<file path="src/rtl/uart_irq_pkg.sv">
`timescale 1ns/1ps
package uart_irq_pkg;

  localparam logic [3:0] CODE_NONE = 4'b0001;
  localparam logic [3:0] CODE_RLS  = 4'b0110;
  localparam logic [3:0] CODE_RDA  = 4'b0100;
  localparam logic [3:0] CODE_CTI  = 4'b1100;
  localparam logic [3:0] CODE_THRE = 4'b0010;
  localparam logic [3:0] CODE_MS   = 4'b0000;

  localparam int IEN_RX   = 0;
  localparam int IEN_THRE = 1;
  localparam int IEN_RLS  = 2;
  localparam int IEN_MS   = 3;

  // Bit ticks of silence before a receive time-out: four frames.
  function automatic int unsigned cti_limit(input int unsigned fbits);
    return fbits * 4;
  endfunction

  // Deferred start of transmit empty: one frame less the stop bit.
  function automatic int unsigned thre_wait(input int unsigned fbits);
    return (fbits > 1) ? fbits - 1 : 1;
  endfunction

  function automatic logic rda_hit(input logic fe, input int unsigned lvl,
                                   input int unsigned trig);
    if (lvl == 0) return 1'b0;
    if (!fe) return 1'b1;
    return lvl >= trig;
  endfunction

  function automatic logic code_legal(input logic [3:0] c);
    return (c == CODE_NONE) || (c == CODE_RLS) || (c == CODE_RDA) ||
           (c == CODE_CTI) || (c == CODE_THRE) || (c == CODE_MS);
  endfunction

endpackage

</file>
<file path="src/rtl/uart_irq_sticky.sv">
`timescale 1ns/1ps
module uart_irq_sticky #(
  parameter int N_SRC = 4
) (
  input  logic             clk,
  input  logic             rst_n,
  input  logic [N_SRC-1:0] set_vec,
  input  logic             clr,
  output logic             flag
);

  logic set_any;
  assign set_any = |set_vec;

  always_ff @(posedge clk or negedge rst_n) begin
    if (!rst_n)       flag <= 1'b0;
    else if (set_any) flag <= 1'b1;
    else if (clr)     flag <= 1'b0;
  end

  // a new event is never lost to a same-cycle clear
  a_r3_set_wins: assert property (@(posedge clk) disable iff (!rst_n)
    set_any |=> flag);
  // a clear with no new event drops the cause
  a_r9_clear: assert property (@(posedge clk) disable iff (!rst_n)
    (clr && !set_any) |=> !flag);

endmodule

</file>
<file path="src/rtl/uart_irq_rx.sv">
`timescale 1ns/1ps
module uart_irq_rx
  import uart_irq_pkg::*;
#(
  parameter int LVL_W = 5,
  parameter int FB_W  = 4
) (
  input  logic             clk,
  input  logic             rst_n,
  input  logic             fifo_en,
  input  logic [LVL_W-1:0] rx_level,
  input  logic [LVL_W-1:0] rx_trig,
  input  logic             rx_push,
  input  logic             rbr_rd,
  input  logic             bit_tick,
  input  logic [FB_W-1:0]  frame_bits,
  output logic             rda_req,
  output logic             cti_req
);

  localparam int CNT_W = FB_W + 3;

  logic [CNT_W-1:0] idle_cnt;
  logic [CNT_W-1:0] idle_lim;
  logic             rx_activity;
  logic             rx_empty;

  assign idle_lim    = CNT_W'(cti_limit(32'(frame_bits)));
  assign rx_activity = rx_push | rbr_rd;
  assign rx_empty    = (rx_level == '0);
  assign rda_req     = rda_hit(fifo_en, 32'(rx_level), 32'(rx_trig));

  always_ff @(posedge clk or negedge rst_n) begin
    if (!rst_n)                         idle_cnt <= '0;
    else if (rx_activity || rx_empty)   idle_cnt <= '0;
    else if (bit_tick && idle_cnt != idle_lim) idle_cnt <= idle_cnt + 1'b1;
  end

  assign cti_req = !rx_empty && (idle_cnt == idle_lim);

  // activity restarts the silence window
  a_r5_activity_restarts: assert property (@(posedge clk) disable iff (!rst_n)
    (rx_activity && frame_bits != '0 && $stable(frame_bits)) |=>
      (!cti_req || frame_bits != $past(frame_bits)));

endmodule

</file>
<file path="src/rtl/uart_irq_thre.sv">
`timescale 1ns/1ps
module uart_irq_thre
  import uart_irq_pkg::*;
#(
  parameter int LVL_W = 5,
  parameter int FB_W  = 4
) (
  input  logic             clk,
  input  logic             rst_n,
  input  logic [LVL_W-1:0] tx_level,
  input  logic             thr_wr,
  input  logic             iir_rd,
  input  logic [3:0]       code_now,
  input  logic             bit_tick,
  input  logic [FB_W-1:0]  frame_bits,
  output logic             thre_req
);

  localparam int CNT_W = FB_W + 1;

  logic             tx_empty;
  logic             empty_q;
  logic             empty_evt;
  logic             seen_two;
  logic             iir_clr;
  logic             dly_run;
  logic [CNT_W-1:0] dly_cnt;
  logic [CNT_W-1:0] dly_len;
  logic             dly_done;

  assign tx_empty  = (tx_level == '0);
  assign empty_evt = tx_empty && !empty_q;
  assign iir_clr   = iir_rd && (code_now == CODE_THRE);
  assign dly_len   = CNT_W'(thre_wait(32'(frame_bits)));
  assign dly_done  = dly_run && bit_tick && ((dly_cnt + 1'b1) >= dly_len);

  always_ff @(posedge clk or negedge rst_n) begin
    if (!rst_n) begin
      empty_q  <= 1'b1;
      seen_two <= 1'b0;
    end else begin
      empty_q <= tx_empty;
      if (empty_evt)                    seen_two <= 1'b0;
      else if (tx_level >= LVL_W'(2))   seen_two <= 1'b1;
    end
  end

  // Reset counts as an empty event without a two-deep fill: start deferred.
  always_ff @(posedge clk or negedge rst_n) begin
    if (!rst_n) begin
      thre_req <= 1'b0;
      dly_run  <= 1'b1;
      dly_cnt  <= '0;
    end else if (thr_wr) begin
      thre_req <= 1'b0;
      dly_run  <= 1'b0;
    end else if (empty_evt) begin
      if (seen_two) thre_req <= 1'b1;
      else begin
        dly_run <= 1'b1;
        dly_cnt <= '0;
      end
    end else if (iir_clr) begin
      thre_req <= 1'b0;
    end else if (dly_done) begin
      thre_req <= 1'b1;
      dly_run  <= 1'b0;
    end else if (dly_run && bit_tick) begin
      dly_cnt <= dly_cnt + 1'b1;
    end
  end

  // a two-deep fill gives an immediate raise on the empty edge
  a_r6_immediate: assert property (@(posedge clk) disable iff (!rst_n)
    (empty_evt && seen_two && !thr_wr) |=> thre_req);
  // without a two-deep fill nothing is raised on the empty edge
  a_r7_deferred: assert property (@(posedge clk) disable iff (!rst_n)
    (empty_evt && !seen_two && !thr_wr && !thre_req) |=> !thre_req);
  // a holding register write clears the cause
  a_r8_write_clears: assert property (@(posedge clk) disable iff (!rst_n)
    thr_wr |=> !thre_req);
  // a read while another code is shown keeps the cause
  a_r8_read_other: assert property (@(posedge clk) disable iff (!rst_n)
    (iir_rd && code_now != CODE_THRE && thre_req && !thr_wr) |=> thre_req);

endmodule

</file>
<file path="src/rtl/uart_irq_prio.sv">
`timescale 1ns/1ps
module uart_irq_prio
  import uart_irq_pkg::*;
(
  input  logic       clk,
  input  logic       rst_n,
  input  logic [3:0] ien,
  input  logic       rls_req,
  input  logic       rda_req,
  input  logic       cti_req,
  input  logic       thre_req,
  input  logic       ms_req,
  output logic [3:0] code_q,
  output logic       irq_q
);

  logic       vis_rls, vis_rda, vis_cti, vis_thre, vis_ms;
  logic [3:0] code_nxt;

  assign vis_rls  = rls_req  && ien[IEN_RLS];
  assign vis_rda  = rda_req  && ien[IEN_RX];
  assign vis_cti  = cti_req  && ien[IEN_RX];
  assign vis_thre = thre_req && ien[IEN_THRE];
  assign vis_ms   = ms_req   && ien[IEN_MS];

  always_comb begin
    if (vis_rls)       code_nxt = CODE_RLS;
    else if (vis_rda)  code_nxt = CODE_RDA;
    else if (vis_cti)  code_nxt = CODE_CTI;
    else if (vis_thre) code_nxt = CODE_THRE;
    else if (vis_ms)   code_nxt = CODE_MS;
    else               code_nxt = CODE_NONE;
  end

  always_ff @(posedge clk or negedge rst_n) begin
    if (!rst_n) begin
      code_q <= CODE_NONE;
      irq_q  <= 1'b0;
    end else begin
      code_q <= code_nxt;
      irq_q  <= !code_nxt[0];
    end
  end

  // only defined codes appear
  a_r11_legal: assert property (@(posedge clk) disable iff (!rst_n)
    code_legal(code_q));
  // a visible receive error always wins
  a_r2_rls_top: assert property (@(posedge clk) disable iff (!rst_n)
    vis_rls |=> (code_q == CODE_RLS));
  // receive data beats time-out at the shared level
  a_r2_rda_over_cti: assert property (@(posedge clk) disable iff (!rst_n)
    (vis_rda && !vis_rls) |=> (code_q == CODE_RDA));
  // a masked modem cause never shows
  a_r10_ms_masked: assert property (@(posedge clk) disable iff (!rst_n)
    !ien[IEN_MS] |=> (code_q != CODE_MS));
  // a raised line always goes with a reported cause
  a_r1_line_code: assert property (@(posedge clk) disable iff (!rst_n)
    (ms_req && ien[IEN_MS]) |=> irq_q);

endmodule

</file>
<file path="src/rtl/uart_irq_ident.sv">
`timescale 1ns/1ps
module uart_irq_ident #(
  parameter int LVL_W = 5,
  parameter int FB_W  = 4
) (
  input  logic             clk,
  input  logic             rst_n,
  input  logic [3:0]       ien,
  input  logic             fifo_en,
  input  logic [LVL_W-1:0] rx_trig,
  input  logic [FB_W-1:0]  frame_bits,
  input  logic             bit_tick,
  input  logic [3:0]       rx_err,
  input  logic             lsr_rd,
  input  logic [LVL_W-1:0] rx_level,
  input  logic             rx_push,
  input  logic             rbr_rd,
  input  logic [LVL_W-1:0] tx_level,
  input  logic             thr_wr,
  input  logic             iir_rd,
  input  logic [3:0]       modem_chg,
  input  logic             msr_rd,
  output logic [3:0]       iir_code,
  output logic             irq
);

  logic rls_req, rda_req, cti_req, thre_req, ms_req;

  uart_irq_sticky #(.N_SRC(4)) u_rls (
    .clk(clk), .rst_n(rst_n), .set_vec(rx_err), .clr(lsr_rd), .flag(rls_req));

  uart_irq_sticky #(.N_SRC(4)) u_ms (
    .clk(clk), .rst_n(rst_n), .set_vec(modem_chg), .clr(msr_rd), .flag(ms_req));

  uart_irq_rx #(.LVL_W(LVL_W), .FB_W(FB_W)) u_rx (
    .clk(clk), .rst_n(rst_n), .fifo_en(fifo_en), .rx_level(rx_level),
    .rx_trig(rx_trig), .rx_push(rx_push), .rbr_rd(rbr_rd),
    .bit_tick(bit_tick), .frame_bits(frame_bits),
    .rda_req(rda_req), .cti_req(cti_req));

  uart_irq_thre #(.LVL_W(LVL_W), .FB_W(FB_W)) u_thre (
    .clk(clk), .rst_n(rst_n), .tx_level(tx_level), .thr_wr(thr_wr),
    .iir_rd(iir_rd), .code_now(iir_code), .bit_tick(bit_tick),
    .frame_bits(frame_bits), .thre_req(thre_req));

  uart_irq_prio u_prio (
    .clk(clk), .rst_n(rst_n), .ien(ien), .rls_req(rls_req),
    .rda_req(rda_req), .cti_req(cti_req), .thre_req(thre_req),
    .ms_req(ms_req), .code_q(iir_code), .irq_q(irq));

endmodule

</file>
<file path="config.mk">
export PLATFORM = sky130hd
export DESIGN_NAME = uart_irq_ident
export DESIGN_NICKNAME = d
export VERILOG_FILES = /design/src/rtl/uart_irq_pkg.sv /design/src/rtl/uart_irq_sticky.sv /design/src/rtl/uart_irq_rx.sv /design/src/rtl/uart_irq_thre.sv /design/src/rtl/uart_irq_prio.sv /design/src/rtl/uart_irq_ident.sv
export SDC_FILE = /design/constraint.sdc
export NUM_CORES = 1
export LEC_CHECK = 0
export ABC_AREA = 1
export BUFFER_PORTS_ARGS = -buffer_cell sky130_fd_sc_hd__buf_2
export CAP_MARGIN = 20
export CORE_ASPECT_RATIO = 0.75
export CORE_MARGIN = 2
export CORE_UTILIZATION = 50
export DETAILED_ROUTE_END_ITERATION = 8
export PLACE_DENSITY = 0.76
export SLEW_MARGIN = 5
export SYNTH_ARGS = -nofsm -noshare
export SYNTH_HDL_FRONTEND = slang
export SYNTH_SLANG_ARGS = --single-unit
</file>
<file path="constraint.sdc">
create_clock -name clk -period 4.5 [get_ports clk]
set_clock_uncertainty 0.2 [all_clocks]
set_input_delay 0.675 -clock clk [delete_from_list [all_inputs] [get_ports clk]]
set_output_delay 0.675 -clock clk [all_outputs]
set_load 0.03 [all_outputs]
</file>
# == After elaboration in Yosys (flattened, before gate mapping) ==
# Index checks and enable logic that the tools add are counted.
# op_classes
add_sub_neg,3
order_cmp,4
n_eq_ne,9
muxes,36
bitwise,2
n_reduce_logical,29
# ops
operator,count
$mux 5,6
$mux 1,24
$mux 4,4
$mux 7,2
$logic_and 1x1->1,11
$ge 5x5->1,2
$logic_not 5->1,2
$reduce_bool 2->1,5
$reduce_or 4->1,2
$add 7x1->7 const B,1
$eq 7x6->1,1
$ne 7x6->1,1
$ne 3x3->1 const B,2
$add 5x1->5 const B,1
$ge 5x2->1 const B,1
$reduce_and 5->1,1
$sub 4x1->5 const B,1
$eq 4x2->1 const B,1
$gt 4x1->1 const B,1
$ne 2x1->1 const B,2
$reduce_bool 4->1,1
$logic_not 1->1,3
$ne 3x2->1 const B,1
$reduce_and 3->1,1
6 further kinds,6
# word_totals
regBits,23
input_bits,41
out_inout_bits,5
elab_cells,93

# == Depth between registers and ports, before layout ==
# Gate-level depths: netlist of the first run.
# depth
ltp_word,9
mapped_depth,16
depth_no_buf,16

# == Hierarchy ==
# Synthesis of the first run repeated with hierarchy kept, for this count alone.
# unflattened
cells_unflattened,255
hier_area_um2,1858.0
# modules_own_cells
mod,n_inst,cells_each,area_per_inst_um2,seq_area_each_um2
uart_irq_thre,1,109,822.0,227.7
uart_irq_rx,1,112,737.0,175.2
uart_irq_prio,1,22,209.0,126.4
uart_irq_sticky,2,6,45.0,25.0

# == Worst setup path after synthesis of the first run ==
# OpenSTA, ideal clock, no wires.
# synth_timing
path_kind,input to register
from,input frame_bits[1]
to,register u_thre.dly_cnt[0]
setup_ns,0.117
t_arrival_ns,2.166
required_time_ns,4.183
setup_slack_ns,2.018
cell_stages,15
path_buffers,0
path_cell_list,inv_1 ha_1 nand2_1 nand2_1 nand2_1 nand3_1 ha_1 nand2_1 inv_1 nand2_1 nand3_1 o21ai_2 nand2_4 nand2_1 nand2_1
# synth_via
elab_chain_cells,6
word_cells_on_any_way,7
cone_classes,1 x add/sub; 2 x order compare; 1 x eq/ne; 1 x mux; 2 x reduce/logical
# synth_rtl
item,line_no,rtl
"start, declared",uart_irq_ident.sv:11,"input logic [FB_W-1:0] frame_bits,"
$sub 4x1->5 or $gt 4x1->1 (tied branches),uart_irq_pkg.sv:23,return (fbits > 1) ? fbits - 1 : 1;
$mux 5 (*),uart_irq_pkg.sv:23,
$ge 5x5->1 (*),uart_irq_thre.sv:35,assign dly_done = dly_run && bit_tick && ((dly_cnt + 1'b1) >= dly_len);
$logic_and 1x1->1 (*),uart_irq_thre.sv:35,
$ne 2x1->1 (no source line) (*),--,
$reduce_and 5->1 (no source line) (*),--,
"end signal, assigned",uart_irq_thre.sv:69,dly_cnt <= dly_cnt + 1'b1;
"end, declared",uart_irq_thre.sv:27,logic [CNT_W-1:0] dly_cnt;
# Every way passes the cells marked *; elsewhere a longest branch is shown, timed or not.
# A chain may end at the register's enable or synchronous reset.

# == Worst setup path in the final report of the first run ==
# layout_timing
from,register u_thre.dly_cnt[0]
to,register u_thre.dly_cnt[2]
# layout_via
elab_chain_cells,5
word_cells_on_any_way,9
cone_classes,1 x add/sub; 1 x order compare; 1 x eq/ne; 4 x mux; 2 x reduce/logical
# layout_rtl
item,line_no
$add 5x1->5 (*),"uart_irq_thre.sv:35, uart_irq_thre.sv:69"
$ge 5x5->1 or $mux 5 (tied branches),"uart_irq_thre.sv:35, uart_irq_thre.sv:68"
$logic_and 1x1->1 or $mux 5 (tied branches),"uart_irq_thre.sv:35, uart_irq_thre.sv:65"
$ne 2x1->1 (no source line) or $mux 5 (tied branches),--
$reduce_and 5->1 (no source line) or $mux 5 (tied branches),--
# Every way passes the cells marked *; elsewhere a longest branch is shown, timed or not. The select of a mux whose other input is x is not followed.

==> summary.md, run 1 <==
| Metric | Value |
|---|---|
| Post-synth ARST share | 100% |
| Worst hold path class | in2async |
| Switching share of power | 31.1% |
| Lkg Pwr | about 1.3 nW |
| Pwr dens | 228 nW/um^2 |
| Crit Path Max Fanout | 6 |
| Die ar. | between 4000 and 5000 sq um |
| Die width | about 73 um |
| Post-route minimum period | about 2600 ps |
| Status | finished clean |
| CP Capture Point | u_thre.dly_cnt[2] |
| Placed insts | 330 |
| Final setup fails | 0 |
| Worst r2r src | u_thre.dly_cnt[0] |
| Post-synthesis sequential area ratio | 32.8% |
| Final TNS setup | 0 ps |
| IO Pins | 46 |
| Critical Path Sink Type | flip-flop |
| WP data arrival | 2540 ps |
| Vias in the first global route | 1513 |
| Post-CTS Setup Repair Bufs | 0 |
| Psw | around 150 uW |
| Via Count | roughly 1600 |
| Fin cells | 334 |
| Die height | 55.5 um |
| MaxCap Viol Count | 0 |
| Critical path startpoint | u_thre.dly_cnt[0] |
| Total congestion overflow | 0 |
| Drt first pass iters | 4 |
| Final wirelength | 3570 um |
| Fin crit share | 57.2% |
| Count leader, synth | nand2_1 |
| Reg2Reg Setup Slack | 1930 ps |
| Avg Inst Size Synth | 7.15 sq um |
| CTS sink count | 23 |
| Root Buffer | clkbuf_8 |
| Ant. Diodes | 0 |
| Starting Density | a little over half |
| Resized cells post-CTS | 0 |
| CTS tree | yes |
| Worst slew pin tran | 508 ps |
| Placer Congestion | 0.896 |
| Synth Register Bits | 23 |
| Dpl hpwl | 2870 um |
| Via density | 4.80 |
| Worst Path Required | 4460 ps |
| PortBufs | 45 |
| Normalized max-slew margin | 66.2% |
| Initial antenna violation count | 0 |
| H-tree levels | 1 |
| Yosys cell types | 31 |
| Sequential Power Share | roughly 47% |
| Crit Path Class | reg2reg |
| Slew Limit Fails | 0 |
| Synthesized Nets | 303 |
| Share of layout cells above drive strength 1 | 22.4% |
| Max VDD drop | 0.152 mV |
| Core area | 3330 sq um |
| Number of synthesized flops with an enable pin | 0 |
| First-pass GRT wire length | 6360 um |
| Antenna viol nets, final | 0 |
| Main synth FF type | dfrtp_1 |
| RSZ-0062 raised after global routing | false |
| Top-area cell type share of the netlist area | 28.3% |
| Reg2Reg Capture Point | u_thre.dly_cnt[2] |
| Top cells by area, synth | dfrtp_1 28%, nand2_1 15%, ha_1 11% |
| Worst-skew pair later-pin latency | 270 ps |
| CTS Buffer Depth | 2 |
| Worst R2R Path Depth | 15 |
| Int Power | 326 uW |
| Post-layout nets | approximately 350 |
| Fmax | 388 MHz |
| Setup crit start kind | flip-flop |
| Synthesis Warnings | 0 |
| Clock slew at reported path FFs | around 80 ps |
| Post-CTS Hold Buffers | 0 |
| Largest area contributor in the netlist | dfrtp_1 |
| Row count | 18 |
| DRT iter0 DRCs | between 100 and 150 |
| Largest net degree at the start of global routing | 24 |
| Tot GR Track Use | 19.9% |
| CTS Buf Count | 3 |
| Final hold vios | 0 |
| WL/cell | 10.7 um |
| Proportion of power drawn by the clock network | between 20 and 30% |
| Post-Syn Instances | 247 |
| Post-synth top cells | 69 x nand2_1, 39 x inv_1, 31 x nand3_1 |
| Area grow syn2layout | 17.6% |
| Logic pwr share | 24.9% |
| Post-route DRC | 0 |
| Post-synthesis cell area | 1770 sq um |
-- logic make-up (layout without fill, tap and decap cells) --
family | after synthesis | after routing | synth area share [%]
flip-flops | 23 | 23 | 32.8
XOR/XNOR | 8 | 8 | 3.97
AO/OA/AOI/OAI | 11 | 11 | 3.69
adder cells (fa/ha/maj) | 15 | 15 | 10.6
AND/OR/NAND/NOR | 147 | 147 | 39.6
buffers and inverters | 43 | 90 | 9.28
-- flip-flops by register name, summed over array words and instances (netlist names) --
register,count
u_rx.idle_cnt,7
u_thre.dly_cnt,5
u_thre.seen_two,1
u_thre.empty_q,1
u_prio.code_q,4
u_prio.irq_q,1
u_thre.thre_req,1
u_thre.dly_run,1
u_rls.flag,1
u_ms.flag,1
-- layout by cell type (no fill, tap or decap), types with 2 or more instances in the layout --
cell type,count
inv_1,39
a21oi_1,2
nand3_1,31
nand2_1,69
nand2_2,2
ha_1,15
nor4_1,2
clkbuf_8,3
inv_2,2
dfrtp_1,20
nor2_1,24
o21ai_0,4
nand3b_1,2
nand4_1,2
nand2_4,2
nor3_1,3
dfstp_2,3
buf_2,45
nor2_4,4
xor2_1,8
-- worst max-delay path, stage by stage, from the launching register on --
cell     delay, ps
dfrtp_1        450
ha_1           240
nand2_1         60
inv_1           50
nand2_1         70
xor2_1         190
inv_1           70
ha_1           310
nand2_1         90
inv_1           40
nand2_1         50
nand3_1        120
o21ai_2        300
nand2_4        100
nand2_1         70
nand2_1         50
-- cell type report --
| type | count | area (sq um) |
|---|---|---|
| inverters | 41 | 154 |
| repair buffers | 45 | 225 |
| clock inverters | 1 | 5.00 |
| multi-input cells | 181 | 1020 |
| fillers | 309 | 1260 |
| clock buffers | 3 | 41.3 |
| well taps | 40 | 50.0 |
| flip-flops and latches | 23 | 579 |
-- power by group through the flow --
stage,Sequential (mW),Clock (mW),Combinational [mW]
3_5_place_dp,0.229,0,0.118
6_report,0.225,0.131,0.118
4_1_cts,0.225,0.137,0.119
5_1_grt,0.227,0.144,0.138
2_1_floorplan,0.232,0,0.0721
3_3_place_gp,0.229,0,0.117
-- worst min-delay path by stage --
stage	from	to	slack (ps)	cells past startpoint
after floorplan	rst_n	u_ms.flag	180	0
after global placement	u_thre.dly_run	u_thre.dly_run	250	2
after detailed placement	u_thre.dly_run	u_thre.dly_run	260	2
after CTS	rst_n	u_rx.idle_cnt[1]	200	1
after global routing	rst_n	u_prio.code_q[1]	210	1
final	rst_n	u_ms.flag	170	1
-- per-layer routing --
metal	track usage (%)	up-vias	share of wire [%]
met4	6.08	0	1.0
met3	4.74	4	5.7
met5	0	-	0
met1	28.6	684	50
met2	29.5	44	43
li1	-	871	-
-- per-stage QoR --
stage | hold slack [ps] | util [%] | power, mW | worst slack (ps) | area, sq um
final | 167 | 62.3 | 0.474 | 1930 | 2080
after global routing | 212 | 62.3 | 0.508 | 1650 | 2080
after CTS | 201 | 62.3 | 0.481 | 1910 | 2080
after detailed placement | 263 | 60.9 | 0.347 | 1730 | 2030
after global placement | 255 | 60.9 | 0.345 | 1800 | 2030
after floorplan | 179 | - | 0.304 | 2020 | 1770
(Power assumes the default switching activity.)
==> inputs of run 2 (changes only) <==
--- a/config.mk
+++ b/config.mk
@@ -10,7 +10,7 @@
 export CAP_MARGIN = 20
 export CORE_ASPECT_RATIO = 0.75
 export CORE_MARGIN = 2
-export CORE_UTILIZATION = 50
+export CORE_UTILIZATION = 48
 export DETAILED_ROUTE_END_ITERATION = 8
 export PLACE_DENSITY = 0.76
 export SLEW_MARGIN = 5
==> constraint.sdc (replaced) <==
create_clock -name clk -period 2.3 [get_ports clk]
set_clock_uncertainty 0.2 [all_clocks]
set_input_delay 0.345 -clock clk [delete_from_list [all_inputs] [get_ports clk]]
set_output_delay 0.345 -clock clk [all_outputs]
set_load 0.03 [all_outputs]
==> summary.md, run 2 (synthesis gave the netlist of run 1 again) <==
| Metric | Value |
|---|---|
| CTS Buf Count | 3 (unchanged) |
| Worst Path Required | 2270 ps (was 4460 ps) |
| PortBufs | 45 (unchanged) |
| MaxCap Viol Count | 0 (unchanged) |
| IO Pins | 46 (unchanged) |
| Final WS setup | -52.3 ps (was 1930 ps) |
| Fin cells | 357 (was 334) |
| Final hold vios | 0 (unchanged) |
| WL/cell | 10.9 um (was 10.7 um) |
| Total congestion overflow | 0 (unchanged) |
| Worst slew pin tran | 536 ps (was 508 ps) |
| Row count | 19 (was 18) |
| CTS Buffer Depth | 2 (unchanged) |
| Number of fill cells in the layout | 328 (was 309) |
| Root Buffer | clkbuf_8 (unchanged) |
| Setup crit start kind | flip-flop (unchanged) |
| CTS sink count | 23 (unchanged) |
| Fin crit share | 102% (was 57.2%) |
| Die height | 56.5 um (was 55.5 um) |
| Non-Filler Cell Area, Final | 2250 sq um (was 2080 sq um) |
| Worst-skew pair later-pin latency | 270 ps (about the same) |
| Worst hold path class | in2reg (was in2async) |
| Placed insts | 348 (was 330) |
| Die width | 74.0 um (was 72.6 um) |
| Normalized max-slew margin | 64.2% (was 66.2%) |
| Multi-input gate area | 1090 sq um (was 1020 sq um) |
| Ant. Diodes | 0 (unchanged) |
| Post-route DRC | 0 (unchanged) |
| Crit Path Max Fanout | 2 (was 6) |
| Dpl hpwl | 2990 um (was 2870 um) |
| Share of layout cells above drive strength 1 | 30.2% (was 22.4%) |
| Antenna viol nets, final | 0 (unchanged) |
| Largest Register | u_rx.idle_cnt (unchanged) |
| Pwr dens | 442 nW/um^2 (was 228 nW/um^2) |
| Status | finished, violations left (was finished clean) |
| RSZ-0062 raised after global routing | true (was false) |
| Commonest non-fill, non-tap cell in the layout | nand2_1 (unchanged) |
| Cell Area, Placed | 2110 sq um (was 2030 sq um) |
| Final setup fails | 7 (was 0) |
| Sequential Area | 579 sq um (unchanged) |
| Lkg Pwr | 1.33 nW (was 1.27 nW) |
| WP data arrival | 2320 ps (was 2540 ps) |
| Via density | 4.81 (was 4.80) |
| Post-Place Worst Slack | -108 ps (was 1730 ps) |
| Clock slew at reported path FFs | 90 ps (was 80 ps) |
| Most frequent cells in the layout | 60 x nand2_1, 45 x buf_2, 37 x inv_1, 30 x nand3_1, 24 x nor2_1 (was 69 x nand2_1, 45 x buf_2, 39 x inv_1, 31 x nand3_1, 24 x nor2_1) |
| Via Count | 1717 (was 1603) |
| Drt first pass iters | 4 (unchanged) |
| Post-route minimum period | 2350 ps (was 2570 ps) |
| Tot GR Track Use | 20.5% (was 19.9%) |
| Vias in the first global route | 1679 (was 1513) |
| H-tree levels | 1 (unchanged) |
| Initial antenna violation count | 0 (unchanged) |
| Largest register FFs | 7 (unchanged) |
| Core area | 3590 sq um (was 3330 sq um) |
| Failing checks | negative setup slack |
| Largest net degree at the start of global routing | 24 (unchanged) |
| DRT iter0 DRCs | 69 (was 129) |
| Slew Limit Fails | 0 (unchanged) |
| Top Registers | u_rx.idle_cnt x7, u_thre.dly_cnt x5, u_prio.code_q x4 (unchanged) |
| Fmax | 425 MHz (was 388 MHz) |
| Post-layout nets | 362 (was 351) |
| Crit Path Class | reg2reg (unchanged) |
| Final wirelength | 3910 um (was 3570 um) |
| Max VDD drop | 0.312 mV (was 0.152 mV) |
| Hold Slack | 37.3 ps (was 167 ps) |
| First-pass GRT wire length | 6730 um (was 6360 um) |
| Die ar. | 4180 sq um (was 4030 sq um) |
| Critical Path Sink Type | flip-flop (unchanged) |
| CTS tree | yes (unchanged) |
| Placer Congestion | 0.912 (was 0.896) |
| Area grow syn2layout | 27.4% (was 17.6%) |
| Starting Density | 49.2% (was 53.0%) |
## run 2: through the flow
stage	TNS [ps]	power [mW]	util, %
CTS	0	0.983	61.2
floorplan	0	0.601	-
finish	-188	0.994	62.7
global route	-1070	1.06	62.7
global placement	-208	0.703	58.7
detailed placement	-629	0.710	58.7
## run 2: layout make-up
cell class	instances	share of cell area (%)
Multi-Input combinational cell	181	48.4
Inverter	41	6.84
Clock inverter	1	0.334
Timing Repair Buffer	56	14.0
Tap cell	52	2.89
Clock buffer	3	1.84
Sequential cell	23	25.8
## run 2: power breakdown
group          leakage (nW)  internal, mW  switching [mW]
sequential            0.281         0.423          0.0102
clock                0.0217         0.123           0.142
combinational          1.03         0.132           0.163
total                  1.33         0.678           0.316
## run 2: critical path, cell delays in order, from the launching register on
cell and delay, ps:
dfrtp_1 390, ha_2 190, nand2_2 70, inv_2 50, nand2_2 70, xor2_2 190, inv_2 70, ha_4 240
nand2_2 60, nor2_1 40, nand2_1 70, nand3_2 110, buf_4 150, buf_6 110, nand2_4 50, nand3_1 60
nand3_1 70, nand2_1 60
## run 2: metal layers
layer / global-route usage [%] / routed length (um) / vias up
met4: 6.49 / 69 / 0
met5: 0 / 0 / -
li1: - / - / 900
met2: 33.8 / 1810 / 53
met1: 26.8 / 1840 / 756
met3: 3.95 / 191 / 8
## run 2: timing repair
item	in CTS	in global routing
gates resized for setup	2	14
setup buffers	2	2
endpoints found under the hold margin	20	0
endpoints found under the setup margin	7	7
hold buffers	1	0
pin swaps	3	13
## run 2: path summary, 6_finish.rpt
path                                         from               end  slack [ps]  cells past startpoint
worst max-delay path            u_thre.dly_cnt[1]   u_thre.thre_req         -50                     17
min in group asynchronous                   rst_n  u_rx.idle_cnt[0]         390                      2
worst min-delay path                       msr_rd         u_ms.flag          40                      2
worst min register to register     u_thre.dly_run    u_thre.dly_run         270                      2
max in group asynchronous                   rst_n    u_thre.empty_q        1130                      2
worst max register to register  u_thre.dly_cnt[1]   u_thre.thre_req         -50                     17
==> inputs of run 3 (changes only) <==
--- a/config.mk
+++ b/config.mk
@@ -5,14 +5,14 @@
 export SDC_FILE = /design/constraint.sdc
 export NUM_CORES = 1
 export LEC_CHECK = 0
-export ABC_AREA = 1
+export ABC_AREA = 0
 export BUFFER_PORTS_ARGS = -buffer_cell sky130_fd_sc_hd__buf_2
 export CAP_MARGIN = 20
 export CORE_ASPECT_RATIO = 0.75
 export CORE_MARGIN = 2
-export CORE_UTILIZATION = 48
+export CORE_UTILIZATION = 46
 export DETAILED_ROUTE_END_ITERATION = 8
-export PLACE_DENSITY = 0.76
+export PLACE_DENSITY = 0.75
 export SLEW_MARGIN = 5
 export SYNTH_ARGS = -nofsm -noshare
 export SYNTH_HDL_FRONTEND = slang
==> summary.md, run 3 <==
| Metric | Value |
|---|---|
| Post-synthesis cell area | 1540 sq um (was 1770 sq um) |
| Share of layout cells above drive strength 1 | 35.7% (was 30.2%) |
| Post-route minimum period | 2400 ps (was 2350 ps) |
| Synth Register Bits | 23 (unchanged) |
| Max VDD drop | 0.412 mV (was 0.312 mV) |
| Top Registers | u_rx.idle_cnt x7, u_thre.dly_cnt x5, u_prio.code_q x4 (unchanged) |
| Placer Congestion | 0.814 (was 0.912) |
| Top cells by area, synth | dfrtp_1 33%, ha_1 12%, inv_1 6.1% (was dfrtp_1 28%, nand2_1 15%, ha_1 11%) |
| Die ar. | 3830 sq um (was 4180 sq um) |
| MaxCap Viol Count | 0 (unchanged) |
| Worst hold endpoint | u_thre.empty_q (was u_ms.flag) |
| CTS Buffer Depth | 2 (unchanged) |
| First-pass GRT wire length | 6090 um (was 6730 um) |
| Dpl hpwl | 2760 um (was 2990 um) |
| Worst hold path class | in2reg (unchanged) |
| Normalized max-slew margin | 64.7% (was 64.2%) |
| Vias in the first global route | 1401 (was 1679) |
| Post-synth top cells | 25 x inv_1, 20 x dfrtp_1, 15 x ha_1 (was 69 x nand2_1, 39 x inv_1, 31 x nand3_1) |
| Largest Register | u_rx.idle_cnt (unchanged) |
| Antenna viol nets, final | 0 (unchanged) |
| RSZ-0062 raised after global routing | true (unchanged) |
| Final wirelength | 3610 um (was 3910 um) |
| Post-synthesis sequential area ratio | 37.7% (was 32.8%) |
| Avg Inst Size Synth | 8.94 sq um (was 7.15 sq um) |
| Hold Crit Start | tx_level[0] (was msr_rd) |
| Slew Limit Fails | 0 (unchanged) |
| CTS Buf Count | 3 (unchanged) |
| Reg2Reg Setup Slack | -100 ps (was -50 ps) |
| Tot Pwr | 990 uW (was 994 uW) |
| Total congestion overflow | 0 (unchanged) |
| Status | finished, violations left (unchanged) |
| Row count | 18 (was 19) |
| CTS tree | yes (unchanged) |
| WP data arrival | 2400 ps (was 2320 ps) |
| Number of synthesized flops with an enable pin | 0 (unchanged) |
| Root Buffer | clkbuf_8 (unchanged) |
| Via Count | 1516 (was 1717) |
| Pwr dens | 469 nW/um^2 (was 442 nW/um^2) |
| Post-layout nets | 298 (was 362) |
| Reg2Reg Capture Point | u_thre.dly_cnt[3] (was u_thre.thre_req) |
| Final WS setup | -104 ps (was -52.3 ps) |
| Worst slew pin tran | 530 ps (was 536 ps) |
| Post-route DRC | 0 (unchanged) |
| Die height | 54.1 um (was 56.5 um) |
| Worst R2R Path Depth | 9 (was 17) |
| Fin crit share | 105% (was 102%) |
| Fmax | 416 MHz (was 425 MHz) |
| Yosys cell types | 42 (was 31) |
| Crit Path Class | reg2reg (unchanged) |
| Failing checks | negative setup slack (unchanged) |
| Critical Path Sink Type | flip-flop (unchanged) |
| Post-Syn Instances | 172 (was 247) |
| DRT iter0 DRCs | 72 (was 69) |
| Count leader, synth | inv_1 (was nand2_1) |
| Commonest non-fill, non-tap cell in the layout | buf_2 (was nand2_1) |
| Largest net degree at the start of global routing | 24 (unchanged) |
| Top-area cell type share of the netlist area | 32.5% (was 28.3%) |
| Clock slew at reported path FFs | 90 ps (about the same) |
| Worst r2r src | u_thre.dly_cnt[0] (was u_thre.dly_cnt[1]) |
| Synthesis Warnings | 0 (unchanged) |
| H-tree levels | 1 (unchanged) |
| Hold Crit Depth | 2 (unchanged) |
| Post-synth ARST share | 100% (unchanged) |
| WL/cell | 12.9 um (was 10.9 um) |
| Most frequent cells in the layout | 44 x buf_2, 24 x inv_1, 20 x dfrtp_1, 19 x buf_4, 14 x nand2_1 (was 60 x nand2_1, 45 x buf_2, 37 x inv_1, 30 x nand3_1, 24 x nor2_1) |
| Largest area contributor in the netlist | dfrtp_1 (unchanged) |
| Worst-skew pair later-pin latency | 270 ps (about the same) |
| CTS sink count | 23 (unchanged) |
| Ant. Diodes | 0 (unchanged) |
| Largest register FFs | 7 (unchanged) |
| Tot GR Track Use | 20.4% (was 20.5%) |
| Final hold vios | 0 (unchanged) |
| Core area | 3240 sq um (was 3590 sq um) |
| Drt first pass iters | 4 (unchanged) |
| Die width | 70.8 um (was 74.0 um) |
| PortBufs | 45 (unchanged) |
| Synthesized Nets | 228 (was 303) |
| Initial antenna violation count | 0 (unchanged) |
| Area grow syn2layout | 37.3% (was 27.4%) |
| Worst Path Required | 2290 ps (was 2270 ps) |
| Lkg Pwr | 1.04 nW (was 1.33 nW) |
| Setup crit start kind | flip-flop (unchanged) |
| Main synth FF type | dfrtp_1 (unchanged) |
| Via density | 5.40 (was 4.81) |
| Final setup fails | 6 (was 7) |
| Final core occ | 65.1% (was 62.7%) |
| Starting Density | 47.4% (was 49.2%) |
| Crit Path Max Fanout | 4 (was 2) |
| IO Pins | 46 (unchanged) |
-- run 3: how the worst max path moves through the flow --
| stage | cells past startpoint | slack (ps) | startpoint | end |
|---|---|---|---|---|
| floorplan | 12 | -20 | frame_bits[1] | u_thre.dly_cnt[1] |
| global placement | 13 | -300 | frame_bits[1] | u_thre.dly_cnt[1] |
| detailed placement | 13 | -360 | frame_bits[1] | u_thre.thre_req |
| CTS | 9 | -50 | u_thre.dly_cnt[0] | u_thre.dly_cnt[3] |
| global route | 13 | -250 | frame_bits[1] | u_thre.dly_cnt[0] |
| finish | 9 | -100 | u_thre.dly_cnt[0] | u_thre.dly_cnt[3] |
-- run 3: logic make-up after synthesis --
kind of cell | share of synthesized area (%)
AOI/OAI and AO/OA | 18.8
muxes | 0.651
DFF | 37.7
adders and majority gates | 12.2
buffers and inverters | 6.35
and+or+nand+nor | 19.2
xor gates and xnor gates | 5.13
-- run 3: layout make-up --
type,instances,area [sq um]
well taps,40,50.0
fillers,264,1130
repair buffers,65,384
multi-input cells,123,943
flip-flops and latches,23,579
clock buffers,4,45.0
inverters,26,110
-- run 3: repair_timing --
| action | 4_1_cts | 5_1_grt |
|---|---|---|
| hold buffers | 1 | 0 |
| setup endpoints to repair | 6 | 7 |
| cloned | 0 | 0 |
| setup buffers | 3 | 0 |
| pin swaps | 10 | 5 |
| hold endpoints to repair | 20 | 0 |
| gates resized for setup | 4 | 5 |
-- run 3: power breakdown --
part           leakage, nW  internal, mW  switching [mW]
sequential           0.273         0.426          0.0145
clock               0.0228         0.124           0.136
combinational        0.745         0.142           0.148
total                 1.04         0.691           0.299
-- run 3: layer usage --
metal  routed length, um  GRT usage (%)  part of all wire [%]
met1                1780           28.3                    49
met2                1560           32.4                    43
met3                 230           4.87                   6.4
met4                  36           5.66                   1.0
met5                   0              0                     0
-- run 3: worst max-delay path, cell delays in order, from the launching register on --
cell      delay [ps]
dfrtp_1          420
ha_4             180
buf_6            110
xor2_1           140
ha_1             300
a21oi_2          150
o21ai_2           80
a311oi_2         350
nand3b_1         200
o22ai_1          200
-- run 3: stage by stage --
stage          area [sq um]  cells  worst slack [ps]  hold WS, ps  setup TNS [ps]
6_report               2110    281              -104         28.9            -443
5_1_grt                2110    281              -249         16.5           -1310
4_1_cts                2090    281             -49.4         25.3            -188
3_5_place_dp           1990    273              -363          153           -2160
3_3_place_gp           1990    273              -299          150           -1840
2_1_floorplan          1600    172             -24.0         -151           -71.1
